==> src/rtl/seu_fsm_pkg.sv <==
package seu_fsm_pkg;
  localparam int CODE_W  = 5;
  localparam int NUM_ST  = 3;
  localparam int ST_W    = $clog2(NUM_ST);
  localparam int RADIUS  = 1;
  localparam int DIST_W  = $clog2(CODE_W + 1);

  typedef logic [CODE_W-1:0] code_t;
  typedef enum logic [ST_W-1:0] {ST_A = 2'd0, ST_B = 2'd1, ST_C = 2'd2} st_e;

  function automatic code_t code_of(st_e s);
    case (s)
      ST_A:    code_of = 5'b00000;
      ST_B:    code_of = 5'b00111;
      ST_C:    code_of = 5'b11001;
      default: code_of = 5'b00000;
    endcase
  endfunction
endpackage

==> src/rtl/seu_code_decoder.sv <==
module seu_code_decoder
  import seu_fsm_pkg::*;
(
  input  code_t code_i,
  output st_e   st_o,
  output logic  ok_o,
  output logic  dirty_o
);
  logic [NUM_ST-1:0] near_w;
  logic [NUM_ST-1:0] exact_w;

  for (genvar i = 0; i < NUM_ST; i++) begin : g_dist
    logic [DIST_W-1:0] dist_w;
    always_comb begin
      dist_w     = DIST_W'($countones(code_i ^ code_of(st_e'(i))));
      near_w[i]  = (dist_w <= DIST_W'(RADIUS));
      exact_w[i] = (dist_w == '0);
    end
  end

  // Legal codes are at distance >= 3, so at most one near_w bit is set.
  always_comb begin
    st_o = ST_A;
    for (int i = NUM_ST - 1; i >= 0; i--) begin
      if (near_w[i]) st_o = st_e'(i);
    end
    ok_o    = |near_w;
    dirty_o = (|near_w) && !(|exact_w);
  end
endmodule

==> src/rtl/seu_next_state.sv <==
module seu_next_state
  import seu_fsm_pkg::*;
(
  input  st_e   st_i,
  input  logic  ok_i,
  input  logic  err_i,
  input  logic  go_x,
  input  logic  go_y,
  input  logic  go_z,
  output code_t code_o,
  output logic  err_o
);
  st_e dest;

  always_comb begin
    dest = st_i;
    if (!ok_i || err_i) begin
      dest = ST_A;
    end else begin
      case (st_i)
        ST_A:    if (go_x) dest = ST_B;
        ST_B:    if (go_y) dest = ST_C;
        ST_C:    if (go_z) dest = ST_A;
        default: dest = ST_A;
      endcase
    end
    code_o = code_of(dest);
    err_o  = err_i || !ok_i;
  end
endmodule

==> src/rtl/seu_state_reg.sv <==
module seu_state_reg
  import seu_fsm_pkg::*;
(
  input  logic  clk,
  input  logic  rst,
  input  code_t flip_mask,
  input  code_t nxt_code,
  input  logic  nxt_err,
  output code_t st_q,
  output logic  err_q
);
  always_ff @(posedge clk) begin
    if (rst) begin
      st_q  <= code_of(ST_A);
      err_q <= 1'b0;
    end else begin
      st_q  <= (flip_mask != '0) ? (st_q ^ flip_mask) : nxt_code;
      err_q <= nxt_err;
    end
  end
endmodule

==> src/rtl/seu_guard_fsm.sv <==
module seu_guard_fsm
  import seu_fsm_pkg::*;
(
  input  logic              clk,
  input  logic              rst,
  input  logic              go_x,
  input  logic              go_y,
  input  logic              go_z,
  input  logic [CODE_W-1:0] flip_mask,
  output logic [ST_W-1:0]   state_o,
  output logic              fixed_o,
  output logic              err_o
);
  code_t st_q;
  logic  err_q;
  st_e   dec_st;
  logic  dec_ok;
  logic  dec_dirty;
  logic  dec_err;
  code_t nxt_code;
  logic  nxt_err;

  seu_code_decoder u_dec (
    .code_i (st_q),
    .st_o   (dec_st),
    .ok_o   (dec_ok),
    .dirty_o(dec_dirty)
  );

  seu_next_state u_nxt (
    .st_i  (dec_st),
    .ok_i  (dec_ok),
    .err_i (err_q),
    .go_x  (go_x),
    .go_y  (go_y),
    .go_z  (go_z),
    .code_o(nxt_code),
    .err_o (nxt_err)
  );

  seu_state_reg u_reg (
    .clk      (clk),
    .rst      (rst),
    .flip_mask(flip_mask),
    .nxt_code (nxt_code),
    .nxt_err  (nxt_err),
    .st_q     (st_q),
    .err_q    (err_q)
  );

  assign dec_err = !dec_ok;
  assign state_o = err_q ? ST_A : dec_st;
  assign fixed_o = dec_dirty;
  assign err_o   = err_q;
endmodule

==> config.mk <==
export PLATFORM = sky130hd
export DESIGN_NAME = seu_guard_fsm
export DESIGN_NICKNAME = d
export VERILOG_FILES = /design/src/rtl/seu_fsm_pkg.sv /design/src/rtl/seu_code_decoder.sv /design/src/rtl/seu_next_state.sv /design/src/rtl/seu_state_reg.sv /design/src/rtl/seu_guard_fsm.sv
export SDC_FILE = /design/constraint.sdc
export NUM_CORES = 1
export LEC_CHECK = 0
export CAP_MARGIN = 40
export CORE_MARGIN = 5
export CORE_UTILIZATION = 50
export DETAILED_ROUTE_END_ITERATION = 12
export GPL_ROUTABILITY_DRIVEN = 1
export PLACE_DENSITY_LB_ADDON = 0.2
export SYNTH_ARGS = -nofsm -noshare
export SYNTH_HDL_FRONTEND = slang
export SYNTH_HIERARCHICAL = 1
export SYNTH_SLANG_ARGS = --single-unit
==> constraint.sdc <==
create_clock -name clk -period 7.8 [get_ports clk]
set_clock_uncertainty 0.05 [all_clocks]
set_input_delay 1.17 -clock clk [delete_from_list [all_inputs] [get_ports clk]]
set_output_delay 1.17 -clock clk [all_outputs]
set_load 0.05 [all_outputs]
* After elaboration in Yosys (flattened, before gate mapping)
Index checks and enable logic that the tools add are counted.
** Storage, ports and cells
- Bits in registers :: 6
- Bits in latches :: 0
- Bits in writable memories :: 0
- Memory bits (read-only) :: 0
- Bits of input ports :: 10
- Output and inout bits :: 4
- Logic and storage cells :: 46
- Memories :: 0
** Cells by class
- Add/subtract/negate cells :: 12
- Multipliers :: 0
- Divide/modulo/power cells :: 0
- Order comparisons :: 3
- Eq/ne operators :: 4
- Shift-type cells :: 0
- Muxes and demuxes :: 11
- Bitwise gates (word level) :: 3
- Reductions and logical operators :: 11
** Operators with widths (count)
- 2-bit 2-to-1 mux :: 8
- 1-bit by 1-bit adder with 2-bit output :: 6
- 5-bit case mux with 2 select lines :: 1
- 3-bit by 1-bit adder with 3-bit output :: 3
- 3-bit adder :: 3
- 3-bit by 1-bit <= comparator with 1-bit output, second input constant :: 3
- 3-bit zero test :: 3
- 3-bit inverter :: 2
- 2-bit case mux with 3 select lines :: 1
- 3-bit OR reduction :: 2
- 5-bit 2-to-1 mux :: 1
- 5-bit nonzero test :: 1
- 5-bit bitwise XOR :: 1
- 2-bit by 1-bit equality test with 1-bit output, second input constant :: 2
- 2-bit equality test, second input constant :: 2
- 1-bit zero test :: 2
- 2-bit zero test :: 1
- 1-bit logical AND :: 1
- 1-bit logical OR :: 1

* Depth between registers and ports, before layout
- Depth after elaboration :: 14
- Mapped depth :: 12
- Depth with buffers taken out :: 12

* Cells and area by module
Netlist, hierarchy kept.
** By module, submodules not included
- seu_code_decoder :: times used 1, cells each 30, area an instance 294.0 µm², sequential area each 0.0 µm²
- seu_state_reg :: times used 1, cells each 29, area an instance 282.8 µm², sequential area each 120.1 µm²
- seu_next_state :: times used 1, cells each 14, area an instance 107.6 µm², sequential area each 0.0 µm²
- seu_guard_fsm :: times used 1, cells each 2, area an instance 12.5 µm², sequential area each 0.0 µm²

* Worst setup path after synthesis
Ideal clock, no wire load.
- Path kind :: register -> output
- Start point :: reg u_reg.st_q[3]
- End point :: out state_o[1]
- Arrival time :: 2.586 ns
- Data required time :: 6.580 ns
- Slack :: 3.994 ns
- Cell stages (with the launch flop) :: 8
- Path buffers :: 0
- Cell sequence :: dfxtp_1 -> inv_1 -> fa_1 -> fa_1 -> inv_1 -> ha_1 -> nor3b_1 -> nor2b_1
** On the way
- Word-level cells in the longest chain between the ends :: 9
- Elaborated cells on any way between the ends :: 17
- Those cells by class :: 9 x add/sub; 3 x order compare; 4 x mux; 1 x bitwise
** RTL lines
- from (decl) :: line seu_state_reg.sv:9 : output code_t st_q,
- from (signal assigned) :: line seu_state_reg.sv:14 : st_q <= code_of(ST_A);
- from (signal assigned) :: line seu_state_reg.sv:17 : st_q <= (flip_mask != '0) ? (st_q ^ flip_mask) : nxt_code;
- 3-bit inverter (no source line)
- 1-bit by 1-bit adder with 2-bit output (implied by the code) :: line seu_code_decoder.sv:15 : dist_w = DIST_W'($countones(code_i ^ code_of(st_e'(i))));
- 3-bit adder (implied by the code) :: line seu_code_decoder.sv:15
- 3-bit by 1-bit adder with 3-bit output (implied by the code) :: line seu_code_decoder.sv:15
- 3-bit by 1-bit <= comparator with 1-bit output :: line seu_code_decoder.sv:16 : near_w[i] = (dist_w <= DIST_W'(RADIUS));
- 2-bit 2-to-1 mux (2 in series) :: line seu_code_decoder.sv:25 : if (near_w[i]) st_o = st_e'(i);
- 2-bit 2-to-1 mux (*) :: line seu_code_decoder.sv:25
- via dec_st[1] :: line seu_guard_fsm.sv:16 : st_e dec_st;
- 2-bit 2-to-1 mux (*) :: line seu_guard_fsm.sv:52 : assign state_o = err_q ? ST_A : dec_st;
- to (decl) :: line seu_guard_fsm.sv:10 : output logic [ST_W-1:0] state_o,
Mark *: on every way through the listed nets, which the timed path passes. The rest lies on a longest branch.

* Worst setup path after layout
Same ends and word-level chain as after synthesis.

==> results_dict.tcl <==
set metrics [dict create \
    remaining_drc_errors 0 \
    post_dp_cell_area_sq_um 831 \
    dr_total_vias 522 \
    synthMuxAreaShare 0 \
    floorplan.die.height_um 47.3 \
    power.share.switching 0.446 \
    clock_tree.htree_level_count 1 \
    adder_cell_share_of_the_synthesized_area 0.316 \
    final_cell_mix "sky130_fd_sc_hd__inv_1 (17), sky130_fd_sc_hd__clkdlybuf4s50_1 (13), sky130_fd_sc_hd__ha_1 (8)" \
    grt.total_usage 0.151 \
    maximum_fanout_along_the_worst_path 5 \
    worstPathArrival_ns 3.23 \
    core_area_sq_um 1320 \
    comb_power_share 0.619 \
    post_route_setup_tns_ns 0 \
    synth_seq_area_share 0.172 \
    timing.hold.worst.class "register to register" \
    register_bit_count_reported_by_yosys 6 \
    power_leakage_nw 0.364 \
    max-clock-path-buffers 2 \
    hold_viol 0 \
    layout_worst_path_cycle_share 0.570 \
    slew_violations 0 \
    die_w_um 47.3 \
    largest_family_of_logic_cells_by_synthesized_area "adder cells" \
    status "finished clean" \
    cts.root.buffer_cell "sky130_fd_sc_hd__clkbuf_4" \
    placementRows 13 \
    crit_required_ns 6.58 \
    unrepaired_setup_endpoints_after_global_routing "false" \
    setup-violations-final 0 \
    power_density_nw_per_um2 214 \
    p_int_uw 101 \
    cp-end-kind "primary output" \
    ios 14 \
    start_util 0.529 \
    drive_above_1_share 0.0787 \
    mappedNetlistArea_sq_um 697 \
    worstSetupPathType "register to primary output" \
    switchingPower_uw 81.3 \
    ir_drop_v 0.000104 \
    synth_area_per_cell_sq_um 9.29 \
    post_cts.repair.setup_buffers 0 \
    synth_compound_area_frac 0.158 \
    worst_setup_path_startpoint "u_reg/st_q[3]$_SDFF_PP0_" \
    portBuffers 13 \
    synthesis.instances 75 \
    max_clock_freq_mhz 225 \
    worst_skew_pair.late_latency_ns 0.24 \
    area_delta_synth_final_pct 22.4 \
    crit-reg2reg-launch "u_reg/st_q[3]$_SDFF_PP0_" \
    antenna_found_initial 0 \
    global_route_wire_length_before_repair_um 2290 \
    synth.yosys.warnings 6 \
    layout_commonest_cell "sky130_fd_sc_hd__inv_1" \
    clkPwrFrac 0.154 \
    place.detailed.hpwl_um 1090 \
    crit_path_max_incr_delay_ns 0.80 \
    total_non_filler_cell_area_in_the_finished_layout_sq_um 853 \
    hold_start "u_reg/err_q$_SDFF_PP0_" \
    path_clk_slew_ns 0.04 \
    cts_sinks 6 \
    yosys.area_share.simple 0.172 \
    number_of_global_route_vias_before_repair 527 \
    yosysUniqueCellTypes 22 \
    antennaDiodeCount 0 \
    grt_start_max_net_pins 11 \
    path_cells "inv_1 > fa_1 > fa_1 > inv_1 > ha_1 > nor3b_1 > nor2b_1 > clkdlybuf4s50_1" \
    postSynthNetCount 99 \
    detail-route-antenna-nets 0 \
    dpl_worst_slack_ns 3.60 \
    gp_routability_congestion 0.804 \
    seq_power_share 0.227 \
    design.final.nets 115 \
    postRouteWirelength_um 1250 \
    routed_wire_length_per_instance_um 12.0 \
    yosys.area_share.xor_xnor 0.0628 \
    detail_route.first_pass.iterations 2 \
    period_needed_ns 4.45 \
    worst-slew-pin-transition_ns 0.513 \
    drt_first_iter_violations 4 \
    drt-vias-per-instance 5.02 \
    slew_headroom 0.656 \
    critPathLaunchType "register" \
    number_of_violations_of_the_max_capacitance_limit 0 \
    postLayoutSetupSlackWorst_ns 3.35 \
    kind_of_cell_adding_the_most_delay_to_the_critical_path "adder cells" \
    ctsHoldBuffers 0 \
    design.die.area_sq_um 2240 \
    timing.critical_path.buf_inv 3 \
    p_total_uw 183 \
    cp_slowest_cell "sky130_fd_sc_hd__clkdlybuf4s50_1" \
    grt_overflow_total 0 \
    cts_tree "yes" \
    fin_util 0.648 \
    postCtsResizedCells 0 \
    tritoncts.num_buffers 3 \
]
power groups by stage:
stage / combinational (mW) / clock [mW] / sequential (mW)
2_1_floorplan: 0.0814 / 0 / 0.0452
3_3_place_gp: 0.112 / 0 / 0.0420
3_5_place_dp: 0.115 / 0 / 0.0422
4_1_cts: 0.115 / 0.0299 / 0.0417
5_1_grt: 0.126 / 0.0339 / 0.0425
6_report: 0.113 / 0.0281 / 0.0415
kinds of logic after synthesis:
kind of cell / after synthesis
compound gates: 15
xor+xnor: 5
fa+ha+maj: 14
buf+inv: 20
flops: 6
simple gates: 15
layout make-up:
| cell class | count | area (sq um) |
|---|---|---|
| fill | 113 | 464 |
| sequential | 6 | 120 |
| multi-input combinational | 49 | 494 |
| clock buffer | 3 | 22.5 |
| timing repair buffer | 13 | 130 |
| inverter | 18 | 67.6 |
| tap | 15 | 18.8 |
worst register-to-register path: stages (launching register included):
cell and delay (ns):
sky130_fd_sc_hd__dfxtp_1 0.42, sky130_fd_sc_hd__inv_1 0.08, sky130_fd_sc_hd__fa_1 0.45, sky130_fd_sc_hd__fa_1 0.40, sky130_fd_sc_hd__inv_1 0.07, sky130_fd_sc_hd__ha_1 0.16, sky130_fd_sc_hd__nor3b_1 0.42, sky130_fd_sc_hd__or3b_1 0.42
sky130_fd_sc_hd__a21oi_1 0.14, sky130_fd_sc_hd__ha_1 0.24, sky130_fd_sc_hd__inv_1 0.06, sky130_fd_sc_hd__inv_1 0.03, sky130_fd_sc_hd__a311oi_1 0.22
final timing paths:
kind,slack (ns),cells past startpoint,to
worst min register to register,0.67,2,u_reg/err_q$_SDFF_PP0_
worst max-delay path,3.35,8,state_o[1]
worst min-delay path,0.67,2,u_reg/err_q$_SDFF_PP0_
worst max register to register,4.55,12,u_reg/st_q[0]$_SDFF_PP0_
stage by stage:
stage,std cells,hold slack [ns]
after floorplan,75,0.589
after global placement,101,0.660
after detailed placement,101,0.667
after CTS,104,0.675
after global routing,104,0.724
final,104,0.673
synthesized netlist by cell type:
master                     number  area, sq um
sky130_fd_sc_hd__xor2_1         5         43.8
sky130_fd_sc_hd__nor2b_1        4         25.0
sky130_fd_sc_hd__nand3b_1       1         7.51
sky130_fd_sc_hd__inv_1         17         63.8
sky130_fd_sc_hd__nand2b_1       3         18.8
sky130_fd_sc_hd__nor3_1         2         10.0
sky130_fd_sc_hd__a21o_1         1         7.51
sky130_fd_sc_hd__dfxtp_1        6          120
sky130_fd_sc_hd__or3b_1         1         8.76
sky130_fd_sc_hd__a211o_1        1         8.76
sky130_fd_sc_hd__a311oi_1       5         43.8
sky130_fd_sc_hd__buf_4          2         15.0
sky130_fd_sc_hd__a21oi_1        6         30.0
sky130_fd_sc_hd__clkinv_1       1         3.75
sky130_fd_sc_hd__nor4_4         1         21.3
sky130_fd_sc_hd__o31ai_2        1         12.5
sky130_fd_sc_hd__nor3_2         1         10.0
sky130_fd_sc_hd__nor3b_1        1         7.51
sky130_fd_sc_hd__or3_4          1         11.3
sky130_fd_sc_hd__ha_1           8          100
sky130_fd_sc_hd__fa_1           6          120
sky130_fd_sc_hd__a211oi_1       1         7.51
sequential cells by signal, summed over array words and instances, names as in the netlist:
| name | cells |
|---|---|
| u_reg/st_q | 5 |
| u_reg/err_q | 1 |
layer usage:
layer,vias to the layer above,routed length [um],track usage
met1,237,559,0.181
li1,278,-,-
met4,0,0,0.0497
met2,7,643,0.246
met5,-,0,0
met3,0,49,0.0575
Power figures use the tool's default switching activity.
